[src/rtl/nco_mc_pkg.sv]
package nco_mc_pkg;

    typedef enum logic {
        CFG_STEP   = 1'b0,
        CFG_OFFSET = 1'b1
    } cfg_kind_e;

    // Rational sine approximation over a half cycle, sampled at the centre
    // of quarter-table entry k (half-step offset keeps mirroring exact).
    function automatic longint quarter_sine(input int k, input int aw, input int amp);
        longint h;
        longint x;
        longint num;
        longint den;
        h   = longint'(4) << aw;
        x   = longint'(2 * k + 1);
        num = 16 * x * (h - x);
        den = 5 * h * h - 4 * x * (h - x);
        return (longint'(amp) * num + den / 2) / den;
    endfunction

    function automatic int ch_bits(input int n);
        return (n > 1) ? $clog2(n) : 1;
    endfunction

endpackage

[src/rtl/nco_mc_sched.sv]
module nco_mc_sched #(
    parameter int NUM_CH = 4,
    parameter int CH_W   = 2
) (
    input  logic            clk,
    input  logic            rst,
    input  logic            run,
    output logic [CH_W-1:0] slot_ch
);
    localparam logic [CH_W-1:0] LAST = CH_W'(NUM_CH - 1);

    always_ff @(posedge clk) begin
        if (rst) begin
            slot_ch <= '0;
        end else if (run) begin
            slot_ch <= (slot_ch == LAST) ? '0 : slot_ch + CH_W'(1);
        end
    end
endmodule

[src/rtl/nco_mc_phase.sv]
module nco_mc_phase
    import nco_mc_pkg::*;
#(
    parameter int NUM_CH  = 4,
    parameter int CH_W    = 2,
    parameter int PHASE_W = 24
) (
    input  logic               clk,
    input  logic               rst,
    input  logic               run,
    input  logic [CH_W-1:0]    slot_ch,
    input  logic               cfg_we,
    input  cfg_kind_e          cfg_kind,
    input  logic [CH_W-1:0]    cfg_ch,
    input  logic [PHASE_W-1:0] cfg_data,
    output logic               st_valid,
    output logic [CH_W-1:0]    st_ch,
    output logic               st_first,
    output logic [PHASE_W-1:0] st_phase
);
    logic [PHASE_W-1:0] tap [NUM_CH];
    logic [PHASE_W-1:0] sel_phase;

    for (genvar i = 0; i < NUM_CH; i++) begin : g_ch
        logic [PHASE_W-1:0] acc_r;
        logic [PHASE_W-1:0] step_r;
        logic [PHASE_W-1:0] ofs_r;
        logic               hit;
        logic               wr;

        assign hit = run && (slot_ch == CH_W'(i));
        assign wr  = cfg_we && (cfg_ch == CH_W'(i));

        always_ff @(posedge clk) begin
            if (rst) begin
                acc_r  <= '0;
                step_r <= '0;
                ofs_r  <= '0;
            end else begin
                if (hit) begin
                    acc_r <= acc_r + step_r;
                end
                if (wr && cfg_kind == CFG_STEP) begin
                    step_r <= cfg_data;
                end
                if (wr && cfg_kind == CFG_OFFSET) begin
                    ofs_r <= cfg_data;
                end
            end
        end

        assign tap[i] = acc_r + ofs_r;
    end

    always_comb begin
        sel_phase = '0;
        for (int i = 0; i < NUM_CH; i++) begin
            if (slot_ch == CH_W'(i)) begin
                sel_phase = tap[i];
            end
        end
    end

    always_ff @(posedge clk) begin
        if (rst) begin
            st_valid <= 1'b0;
            st_ch    <= '0;
            st_first <= 1'b0;
            st_phase <= '0;
        end else begin
            st_valid <= run;
            st_ch    <= slot_ch;
            st_first <= run && (slot_ch == '0);
            st_phase <= sel_phase;
        end
    end
endmodule

[src/rtl/nco_mc_wave.sv]
module nco_mc_wave
    import nco_mc_pkg::*;
#(
    parameter int CH_W    = 2,
    parameter int PHASE_W = 24,
    parameter int LUT_AW  = 6,
    parameter int OUT_W   = 16
) (
    input  logic                    clk,
    input  logic                    rst,
    input  logic                    st_valid,
    input  logic [CH_W-1:0]         st_ch,
    input  logic                    st_first,
    input  logic [PHASE_W-1:0]      st_phase,
    output logic                    out_valid,
    output logic [CH_W-1:0]         out_ch,
    output logic                    out_first,
    output logic signed [OUT_W-1:0] out_sin,
    output logic signed [OUT_W-1:0] out_cos
);
    localparam int DEPTH  = 1 << LUT_AW;
    localparam int CODE_W = LUT_AW + 2;
    localparam int AMP    = (1 << (OUT_W - 1)) - 1;

    typedef struct packed {
        logic        mirror;
        logic        negate;
        logic [LUT_AW-1:0] idx;
    } lut_ref_t;

    logic [OUT_W-1:0]  rom [DEPTH];
    logic [CODE_W-1:0] code_s;
    logic [CODE_W-1:0] code_c;
    lut_ref_t          ref_s;
    lut_ref_t          ref_c;
    logic [OUT_W-1:0]  mag_s;
    logic [OUT_W-1:0]  mag_c;
    logic signed [OUT_W-1:0] val_s;
    logic signed [OUT_W-1:0] val_c;

    for (genvar k = 0; k < DEPTH; k++) begin : g_rom
        localparam longint VAL = quarter_sine(k, LUT_AW, AMP);
        assign rom[k] = VAL[OUT_W-1:0];
    end

    always_comb begin
        code_s = st_phase[PHASE_W-1 -: CODE_W];
        code_c = code_s + CODE_W'(DEPTH);
        ref_s  = '{mirror: code_s[LUT_AW], negate: code_s[LUT_AW+1], idx: code_s[LUT_AW-1:0]};
        ref_c  = '{mirror: code_c[LUT_AW], negate: code_c[LUT_AW+1], idx: code_c[LUT_AW-1:0]};
        mag_s  = ref_s.mirror ? rom[~ref_s.idx] : rom[ref_s.idx];
        mag_c  = ref_c.mirror ? rom[~ref_c.idx] : rom[ref_c.idx];
        val_s  = ref_s.negate ? -$signed(mag_s) : $signed(mag_s);
        val_c  = ref_c.negate ? -$signed(mag_c) : $signed(mag_c);
    end

    always_ff @(posedge clk) begin
        if (rst) begin
            out_valid <= 1'b0;
            out_ch    <= '0;
            out_first <= 1'b0;
            out_sin   <= '0;
            out_cos   <= '0;
        end else begin
            out_valid <= st_valid;
            out_ch    <= st_ch;
            out_first <= st_first && st_valid;
            out_sin   <= val_s;
            out_cos   <= val_c;
        end
    end
endmodule

[src/rtl/nco_mc.sv]
module nco_mc
    import nco_mc_pkg::*;
#(
    parameter int NUM_CH  = 4,
    parameter int PHASE_W = 24,
    parameter int LUT_AW  = 6,
    parameter int OUT_W   = 16,
    parameter int CH_W    = ch_bits(NUM_CH)
) (
    input  logic                    clk,
    input  logic                    rst,
    input  logic                    run,
    input  logic                    cfg_we,
    input  logic                    cfg_sel,
    input  logic [CH_W-1:0]         cfg_ch,
    input  logic [PHASE_W-1:0]      cfg_data,
    output logic                    out_valid,
    output logic [CH_W-1:0]         out_ch,
    output logic                    out_first,
    output logic signed [OUT_W-1:0] out_sin,
    output logic signed [OUT_W-1:0] out_cos
);
    logic [CH_W-1:0]    slot_ch;
    logic               st_valid;
    logic [CH_W-1:0]    st_ch;
    logic               st_first;
    logic [PHASE_W-1:0] st_phase;
    cfg_kind_e          cfg_kind;

    assign cfg_kind = cfg_kind_e'(cfg_sel);

    nco_mc_sched #(.NUM_CH(NUM_CH), .CH_W(CH_W)) u_sched (
        .clk     (clk),
        .rst     (rst),
        .run     (run),
        .slot_ch (slot_ch)
    );

    nco_mc_phase #(.NUM_CH(NUM_CH), .CH_W(CH_W), .PHASE_W(PHASE_W)) u_phase (
        .clk      (clk),
        .rst      (rst),
        .run      (run),
        .slot_ch  (slot_ch),
        .cfg_we   (cfg_we),
        .cfg_kind (cfg_kind),
        .cfg_ch   (cfg_ch),
        .cfg_data (cfg_data),
        .st_valid (st_valid),
        .st_ch    (st_ch),
        .st_first (st_first),
        .st_phase (st_phase)
    );

    nco_mc_wave #(.CH_W(CH_W), .PHASE_W(PHASE_W), .LUT_AW(LUT_AW), .OUT_W(OUT_W)) u_wave (
        .clk       (clk),
        .rst       (rst),
        .st_valid  (st_valid),
        .st_ch     (st_ch),
        .st_first  (st_first),
        .st_phase  (st_phase),
        .out_valid (out_valid),
        .out_ch    (out_ch),
        .out_first (out_first),
        .out_sin   (out_sin),
        .out_cos   (out_cos)
    );
endmodule

[config.mk]
export PLATFORM = sky130hd
export DESIGN_NAME = nco_mc
export DESIGN_NICKNAME = d
export VERILOG_FILES = /design/src/rtl/nco_mc_pkg.sv /design/src/rtl/nco_mc_sched.sv /design/src/rtl/nco_mc_phase.sv /design/src/rtl/nco_mc_wave.sv /design/src/rtl/nco_mc.sv
export SDC_FILE = /design/constraint.sdc
export NUM_CORES = 1
export LEC_CHECK = 0
export ABC_AREA = 1
export CELL_PAD_IN_SITES_DETAIL_PLACEMENT = 0
export CELL_PAD_IN_SITES_GLOBAL_PLACEMENT = 2
export CORE_ASPECT_RATIO = 0.75
export CORE_UTILIZATION = 35
export CTS_CLUSTER_DIAMETER = 100
export CTS_CLUSTER_SIZE = 20
export DETAILED_ROUTE_END_ITERATION = 10
export MAX_ROUTING_LAYER = met4
export PLACE_DENSITY = 0.84
export SYNTH_ARGS = -nofsm -noshare
export SYNTH_HDL_FRONTEND = slang
export SYNTH_SLANG_ARGS = --single-unit
[constraint.sdc]
create_clock -name clk -period 3.7 [get_ports clk]
set_clock_uncertainty 0.1 [all_clocks]
set_input_delay 0.74 -clock clk [delete_from_list [all_inputs] [get_ports clk]]
set_output_delay 0.74 -clock clk [all_outputs]
set_load 0.005 [all_outputs]
==> results by group, run 1 <==
Routing
  – DR iter-0 viols: 2,430
  – Vias: 25,230
  – Via density: 5.110
  – ANT nets after route: 0
  – Routed wire length: 95,310 um
  – Drt pass-1 iters: 6
  – DR WL/cell: 19.30 um
  – # DRC: 0

CTS
  – Longest Clk Path Bufs: 3
  – Number of H-tree levels: 1
  – Clk_lat worst skew: 0.58 ns
  – Num CTS Buffers: 22
  – CTS Sinks: 338
  – # resized after CTS: 0
  – Total setup buffers inserted after CTS: 0
  – Root buf cell: clkbuf_16
  – Hold Buf Count CTS: 0
  – CTS tree: yes
  – Clock transition at the registers of the reported paths: 0.09 ns

Power and ir drop
  – Flop pwr share: 42.2%
  – Int Pwr: 0.006073 W
  – Cell Pwr Density: 355.8 mW/mm^2
  – Switch Pwr: 0.003608 W
  – Clk pwr share: 28.0%
  – Leak: 13.12 nW
  – Comb pwr share: 29.8%
  – Worst vdd ir: 375.5 uV
  – Sw Ratio: 37.27%

Timing
  – Pins Over Slew Limit: 0
  – Final worst path period need: 3.205 ns
  – # setup viols final: 0
  – Period utilization: 86.63%
  – Slew HR: 21.28%
  – Unrepaired setup endpoints after global routing: no
  – Worst Tran Pin Value: 1.177 ns
  – F_max: 0.3120 GHz
  – Setup_tns: 0 ns
  – Number of failing hold endpoints at the final stage: 0

Die
  – Starting Density: 35.34%
  – Ports: 67
  – Chip Width: 309.0 um
  – Die H: 232.2 um
  – Row count: 84
  – Core Footprint: 0.07000 mm^2
  – Die Footprint: 0.07176 mm^2

Worst setup path
  – Crit path max-delay family: simple AND/OR/NAND/NOR gates
  – Crit end category: flip-flop
  – Worst setup startpoint: u_phase.st_phase[17]
  – Worst Path Required: 4.06 ns
  – Crit path top cell by count: nand2_1
  – Critical path class: flip-flop to flip-flop
  – CP max stage cell: dfxtp_1
  – Worst path cell trace: inv_1 > ha_1 > nand2_1 > nand2_1 > o211ai_1 > nand3_1 > nand2_1 > nand2_1 > inv_1 > ha_1 > nand2_1 > nor2_2 > nand4_1 > a21oi_1 > nor2_1
  – Max FO, Critical Path: 11
  – Bufs and invs on worst path: 2
  – Startpoint types: flip-flop
  – RR Startpoint: u_phase.st_phase[17]
  – CP max stage delay: 0.57 ns
  – Critical path arrival: 3.57 ns

Synthesis
  – Syn avg cell area: 6.244 um^2
  – Seq cells post-synth: 338
  – Predominant post-synthesis flop cell: dfxtp_1
  – Yosys cell types: 46
  – Synth Cell Area: 0.02474 mm^2
  – Number of flops mapped to enable cells by yosys: 0
  – Cells after Synth: 3,962
  – Synth Warn #: 0
  – Seq/Total Area, Yosys: 27.35%
  – FFs w/ async S/R, synth: 0%
  – Mapped Nets: 4,199

Final layout
  – Share of post-route cells with drive strength above 1: 3.562%
  – Fill cells: 7,775
  – Synth-to-Final Area Change: 9.984%
  – Final net count: 4,214
  – Design area: 0.02721 mm^2

Global route
  – Gr usage total: 27.03%
  – Initial antenna violation count: 14
  – Vias in the first global route: 23,040
  – First-pass GRT wire length: 144,100 um
  – Grt total ovfl: 0
  – Largest net degree at the start of global routing: 72

Run status
  – Status: complete, no violations

Placed design
  – Post-Place Cell Area: 0.02650 mm^2
  – Hpwl dp: 72,720 um
  – Number of port buffers: 66
  – Gp weighted congestion: 0.9839

Min path
  – Min-delay src: u_phase.st_first
  – Hold Path Class: flip-flop to flip-flop

Job
  – Max cap viols: 0
[power groups by stage]
stage	combinational, W	sequential [W]	clock [W]
floorplan	0.00181	0.00409	0
global placement	0.00288	0.00417	0
detailed placement	0.00284	0.00417	0
CTS	0.00285	0.00409	0.00280
global route	0.00322	0.00412	0.00292
finish	0.00288	0.00409	0.00271
[layout by cell type (no fill, tap or decap), types with 12 or more instances in the layout]
master and instances:
buf_4 51, nor3_1 42, o21bai_1 34, nand2_1 842, or2_2 13, nand3_1 293
clkbuf_16 22, xor2_1 39, a21o_1 23, a21oi_1 333, nand4_1 57, ha_1 202
xnor2_1 25, inv_1 461, clkdlybuf4s50_1 65, inv_2 16, o21ai_0 399, dfxtp_1 337
a31oi_1 14, nor2_1 577, o211ai_1 24, o21ai_1 12
[worst paths after layout]
| path | to | slack (ns) | depth (start not counted) |
|---|---|---|---|
| worst max-delay path | u_wave.out_cos[10] | 0.49 | 15 |
| worst min-delay path | u_wave.out_first | 0.32 | 2 |
| worst max register to register | u_wave.out_cos[10] | 0.49 | 15 |
| worst min register to register | u_wave.out_first | 0.32 | 2 |
[area by class of cell]
class / instances / area, um^2 / share of cell area, %
Multi-Input combinational cell: 3011 / 15590 / 57.31
Sequential cell: 338 / 6768 / 24.87
Inverter: 483 / 1821 / 6.691
Tap cell: 946 / 1184 / 4.350
Timing Repair Buffer: 121 / 1134 / 4.166
Clock buffer: 26 / 605.6 / 2.226
Clock inverter: 7 / 91.34 / 0.3357
Antenna cell: 5 / 12.51 / 0.04599
[state kept, by name, summed over array words and instances, names as in the netlist]
| signal | cells |
|---|---|
| u_phase.st_valid | 1 |
| u_wave.out_valid | 1 |
| u_wave.out_cos | 16 |
| u_phase.st_first | 1 |
| u_phase.g_ch.ofs_r | 96 |
| u_phase.g_ch.acc_r | 96 |
| u_wave.out_first | 1 |
| u_wave.out_sin | 16 |
| u_phase.st_ch | 2 |
| u_phase.st_phase | 8 |
| u_sched.slot_ch | 2 |
| u_phase.g_ch.step_r | 96 |
| u_wave.out_ch | 2 |
[kinds of logic (layout without fill, tap and decap cells)]
family                     after synthesis  count (layout)  share of synthesized area (%)
AOI/OAI and AO/OA                      885             885                          19.29
xor gates and xnor gates                64              64                          2.266
adders and majority gates              206             206                          10.54
buffers and inverters                  613             637                          9.625
DFF                                    338             338                          27.35
other                                    0               5                              0
and+or+nand+nor                       1856            1856                          30.93
[per-layer routing]
metal	up-vias	part of all wire [%]	global-route usage (%)
li1	13050	-	-
met3	88	5.9	3.532
met2	657	38	36.69
met1	11440	54	41.80
met4	0	1.7	4.734
met5	-	0	-
[cell usage after synthesis, drive strengths merged (14+ instances only)]
cell type | instances | area, um^2
a21o | 23 | 172.7
a21oi | 333 | 1667
a31oi | 14 | 87.58
buf | 35 | 209.0
clkbuf | 95 | 356.6
dfxtp | 338 | 6766
ha | 202 | 2527
inv | 478 | 1797
nand2 | 852 | 3228
nand3 | 293 | 1466
nand4 | 57 | 356.6
nor2 | 585 | 2218
nor3 | 42 | 210.2
o211ai | 24 | 180.2
o21ai | 413 | 2075
o21bai | 34 | 255.2
xnor2 | 25 | 219.0
xor2 | 39 | 341.6
[metrics by stage]
stage / hold WS [ns] / std cells / total power, W / setup WS (ns) / utilization (%)
after global routing: 0.3458 / 4936 / 0.01025 / 0.1962 / 38.87
after detailed placement: 0.3183 / 4899 / 0.007010 / 0.5683 / 37.86
after floorplan: 0.2883 / 3962 / 0.005897 / 0.9960 / -
after global placement: 0.3163 / 4899 / 0.007056 / 0.5935 / 37.86
after CTS: 0.3305 / 4932 / 0.009742 / 0.5374 / 38.85
final: 0.3247 / 4937 / 0.009681 / 0.4946 / 38.87
[worst reg2reg max path, delay by kind of cell, from the launching register on]
family	cells	cell delay (ns)
buf+inv	2	0.22
simple gates	9	1.30
compound gates	2	0.28
flops	1	0.57
fa+ha+maj	2	0.61
(Power assumes the default switching activity.)
==> run 2, diff against run 1 <==
--- a/config.mk
+++ b/config.mk
@@ -13,7 +13,6 @@
 export CTS_CLUSTER_DIAMETER = 100
 export CTS_CLUSTER_SIZE = 20
 export DETAILED_ROUTE_END_ITERATION = 10
-export MAX_ROUTING_LAYER = met4
 export PLACE_DENSITY = 0.84
 export SYNTH_ARGS = -nofsm -noshare
 export SYNTH_HDL_FRONTEND = slang
==> constraint.sdc (replaced) <==
create_clock -name clk -period 3.7 [get_ports clk]
set_clock_uncertainty 0.1 [all_clocks]
set_input_delay 0.74 -clock clk [delete_from_list [all_inputs] [get_ports clk]]
set_output_delay 0.74 -clock clk [all_outputs]
set_load 0.02 [all_outputs]
==> run 2 against run 1 <==
  * Worst hold slack worse by 0.011 ns
  * Routed wire length increased by 0.26%
  * Non-clock buffer count is 2 higher
==> results by group, run 2 (synthesis gave the netlist of run 1 again) <==
Run status
  – Status: complete, no violations

Global route
  – Initial antenna violation count: 15 (+1)
  – Largest net degree at the start of global routing: 72 (unchanged)
  – Vias in the first global route: 22,730 (-1.3%)
  – First-pass GRT wire length: 143,700 um (-0.27%)
  – Gr usage total: 26.25% (-0.78 points)
  – Grt total ovfl: 0 (unchanged)

Timing
  – Period utilization: 86.44% (-0.20 points)
  – Pins Over Slew Limit: 0 (unchanged)
  – Unrepaired setup endpoints after global routing: no
  – Setup_tns: 0 ns (unchanged)
  – Number of failing hold endpoints at the final stage: 0 (unchanged)
  – Final worst path period need: 3.198 ns (-0.007259 ns)
  – # setup viols final: 0 (unchanged)
  – Worst Tran Pin Value: 1.073 ns (-0.1040 ns)
  – F_max: 0.3127 GHz (+0.23%)
  – Slew HR: 28.23% (+7.0 points)

Final layout
  – Biggest regs: u_phase.g_ch.acc_r x96, u_phase.g_ch.ofs_r x96, u_phase.g_ch.step_r x96
  – Fill cells: 7,824 (+0.63%)
  – # diodes: 0 (-5)
  – Synth-to-Final Area Change: 9.706%
  – Layout Utilization: 38.77% (-0.098 points)
  – Most frequent cells in the layout: nand2_1, nor2_1, inv_1
  – Share of post-route cells with drive strength above 1: 3.512% (-0.050 points)
  – Final net count: 4,216 (+0.047%)
  – Most common cell after layout, fill and taps aside: nand2_1

Die
  – Starting Density: 35.34% (unchanged)
  – Core Footprint: 0.07000 mm^2 (unchanged)
  – Die Footprint: 0.07176 mm^2 (unchanged)
  – Row count: 84 (unchanged)
  – Chip Width: 309.0 um (unchanged)
  – Ports: 67 (unchanged)
  – Die H: 232.2 um (unchanged)

Power and ir drop
  – Flop pwr share: 42.2% (about the same)
  – Worst vdd ir: 388.8 uV (+3.5%)
  – Cell Pwr Density: 357.6 mW/mm^2 (+0.51%)
  – Clk pwr share: 26.9% (-1.1 points)
  – Sw Ratio: 38.19% (+0.92 points)
  – Comb pwr share: 30.9% (+1.1 points)
  – Switch Pwr: 0.003707 W (+2.7%)
  – Int Pwr: 0.005999 W (-1.2%)
  – Leak: 13.10 nW (-0.15%)

Routing
  – Routed wire length: 95,550 um (+0.26%)
  – Drt pass-1 iters: 6 (unchanged)
  – Met2 wire length: 36,210 um (-0.66%)
  – DR WL/cell: 19.37 um (+0.36%)
  – DR iter-0 viols: 2,426 (-0.16%)
  – # DRC: 0 (unchanged)
  – Met3 WL: 6294 um (+11%)
  – Via density: 5.156 (+0.89%)
  – Metal-1 WL: 51,060 um (-0.95%)
  – Top layer used by detailed routing: met5
  – ANT nets after route: 0 (unchanged)
  – Vias: 25,430 (+0.79%)

CTS
  – CTS tree: yes
  – Clk_lat worst skew: 0.60 ns (+0.02 ns)
  – Longest Clk Path Bufs: 3 (unchanged)
  – # resized after CTS: 0 (unchanged)
  – CTS Sinks: 338 (unchanged)
  – Total setup buffers inserted after CTS: 0 (unchanged)
  – Hold Buf Count CTS: 0 (unchanged)
  – Root buf cell: clkbuf_16
  – Num CTS Buffers: 22 (unchanged)
  – Number of H-tree levels: 1 (unchanged)
  – Clock transition at the registers of the reported paths: 0.09 ns (about the same)

Worst setup path
  – Reg2Reg Setup Slack: 0.50 ns (about the same)
  – Cells on worst reg2reg path: 14 (-1)
  – Bufs and invs on worst path: 1 (-1)
  – RR Startpoint: u_phase.st_phase[17]
  – R2R Path End: u_wave.out_cos[12]
  – Crit path depth: 14 (-1)
  – Max FO, Critical Path: 11 (unchanged)
  – Crit end category: flip-flop
  – Worst path cell trace: inv_1 > ha_1 > nor2_1 > nor2_1 > o21ai_0 > nand2_1 > nor2_1 > nand2_1 > nand2_1 > nand2_1 > nor2_2 > nand3_1 > a21oi_1 > nor2_1
  – Worst setup startpoint: u_phase.st_phase[17]
  – CP max stage cell: dfxtp_1
  – Startpoint types: flip-flop
  – Critical path arrival: 3.56 ns (about the same)
  – CP endpoint: u_wave.out_cos[12]
  – Worst Path Required: 4.06 ns (about the same)
  – Crit path max-delay family: simple AND/OR/NAND/NOR gates
  – Critical path class: flip-flop to flip-flop
  – CP max stage delay: 0.58 ns (about the same)

Job
  – Max cap viols: 0 (unchanged)

Min path
  – Hold Path Class: flip-flop to flip-flop

Placed design
  – Number of port buffers: 66 (unchanged)
  – Hpwl dp: 72,620 um (-0.14%)
  – Gp weighted congestion: 0.9788 (-0.52%)
## run 2: changes by cell type in the layout (fill, tap and decap cells not counted), sizes merged
cell    delta
diode      -5
clkinv     -3
buf        +2
clkbuf     -2
inv        +3
## run 2: area by class of cell
class | count | area, um^2 | area share [%]
clock buffers | 24 | 558.0 | 2.056
clock inverters | 7 | 92.59 | 0.3412
inverters | 483 | 1821 | 6.708
multi-input cells | 3011 | 15590 | 57.46
flip-flops and latches | 338 | 6768 | 24.94
well taps | 946 | 1184 | 4.361
repair buffers | 123 | 1124 | 4.140
## run 2: tightest hold or removal path, stage by stage, from the launching register on
cell,delay [ns]
dfxtp_1,0.30
inv_1,0.04
nor2_1,0.04
## run 2: stage by stage
step           hold WS, ns  worst slack (ns)  power [W]  cell area, um^2  std cells
6_report            0.3133            0.5018   0.009706            27140       4932
2_1_floorplan       0.2883            0.9960   0.005997            24740       3962
5_1_grt             0.3280            0.2013    0.01026            27140       4932
3_3_place_gp        0.3106            0.5426   0.007164            26490       4901
3_5_place_dp        0.3148            0.5590   0.007123            26490       4901
4_1_cts             0.3118            0.5689   0.009766            27140       4932
## run 2: routing by layer
metal,track usage (%),vias up
met5,0,-
met4,5.353,2
met3,2.802,86
met2,35.76,735
met1,42.76,11550
li1,-,13050
## run 2: worst min path at each step
stage / start / end / slack [ns] / cells past startpoint
3_5_place_dp: u_phase.st_first / u_wave.out_first / 0.31 / 2
2_1_floorplan: u_phase.st_ch[0] / u_wave.out_ch[0] / 0.29 / 2
4_1_cts: u_phase.st_ch[0] / u_wave.out_ch[0] / 0.31 / 2
5_1_grt: u_phase.st_ch[0] / u_wave.out_ch[0] / 0.33 / 2
3_3_place_gp: u_phase.st_ch[0] / u_wave.out_ch[0] / 0.31 / 2
6_report: u_phase.st_ch[0] / u_wave.out_ch[0] / 0.31 / 2
## run 2: power groups by stage
| stage | logic, W | registers, W | clock network [W] |
|---|---|---|---|
| 2_1_floorplan | 0.00181 | 0.00419 | 0 |
| 3_3_place_gp | 0.00299 | 0.00418 | 0 |
| 3_5_place_dp | 0.00295 | 0.00418 | 0 |
| 4_1_cts | 0.00296 | 0.00409 | 0.00271 |
| 5_1_grt | 0.00332 | 0.00412 | 0.00283 |
| 6_report | 0.00299 | 0.00410 | 0.00261 |
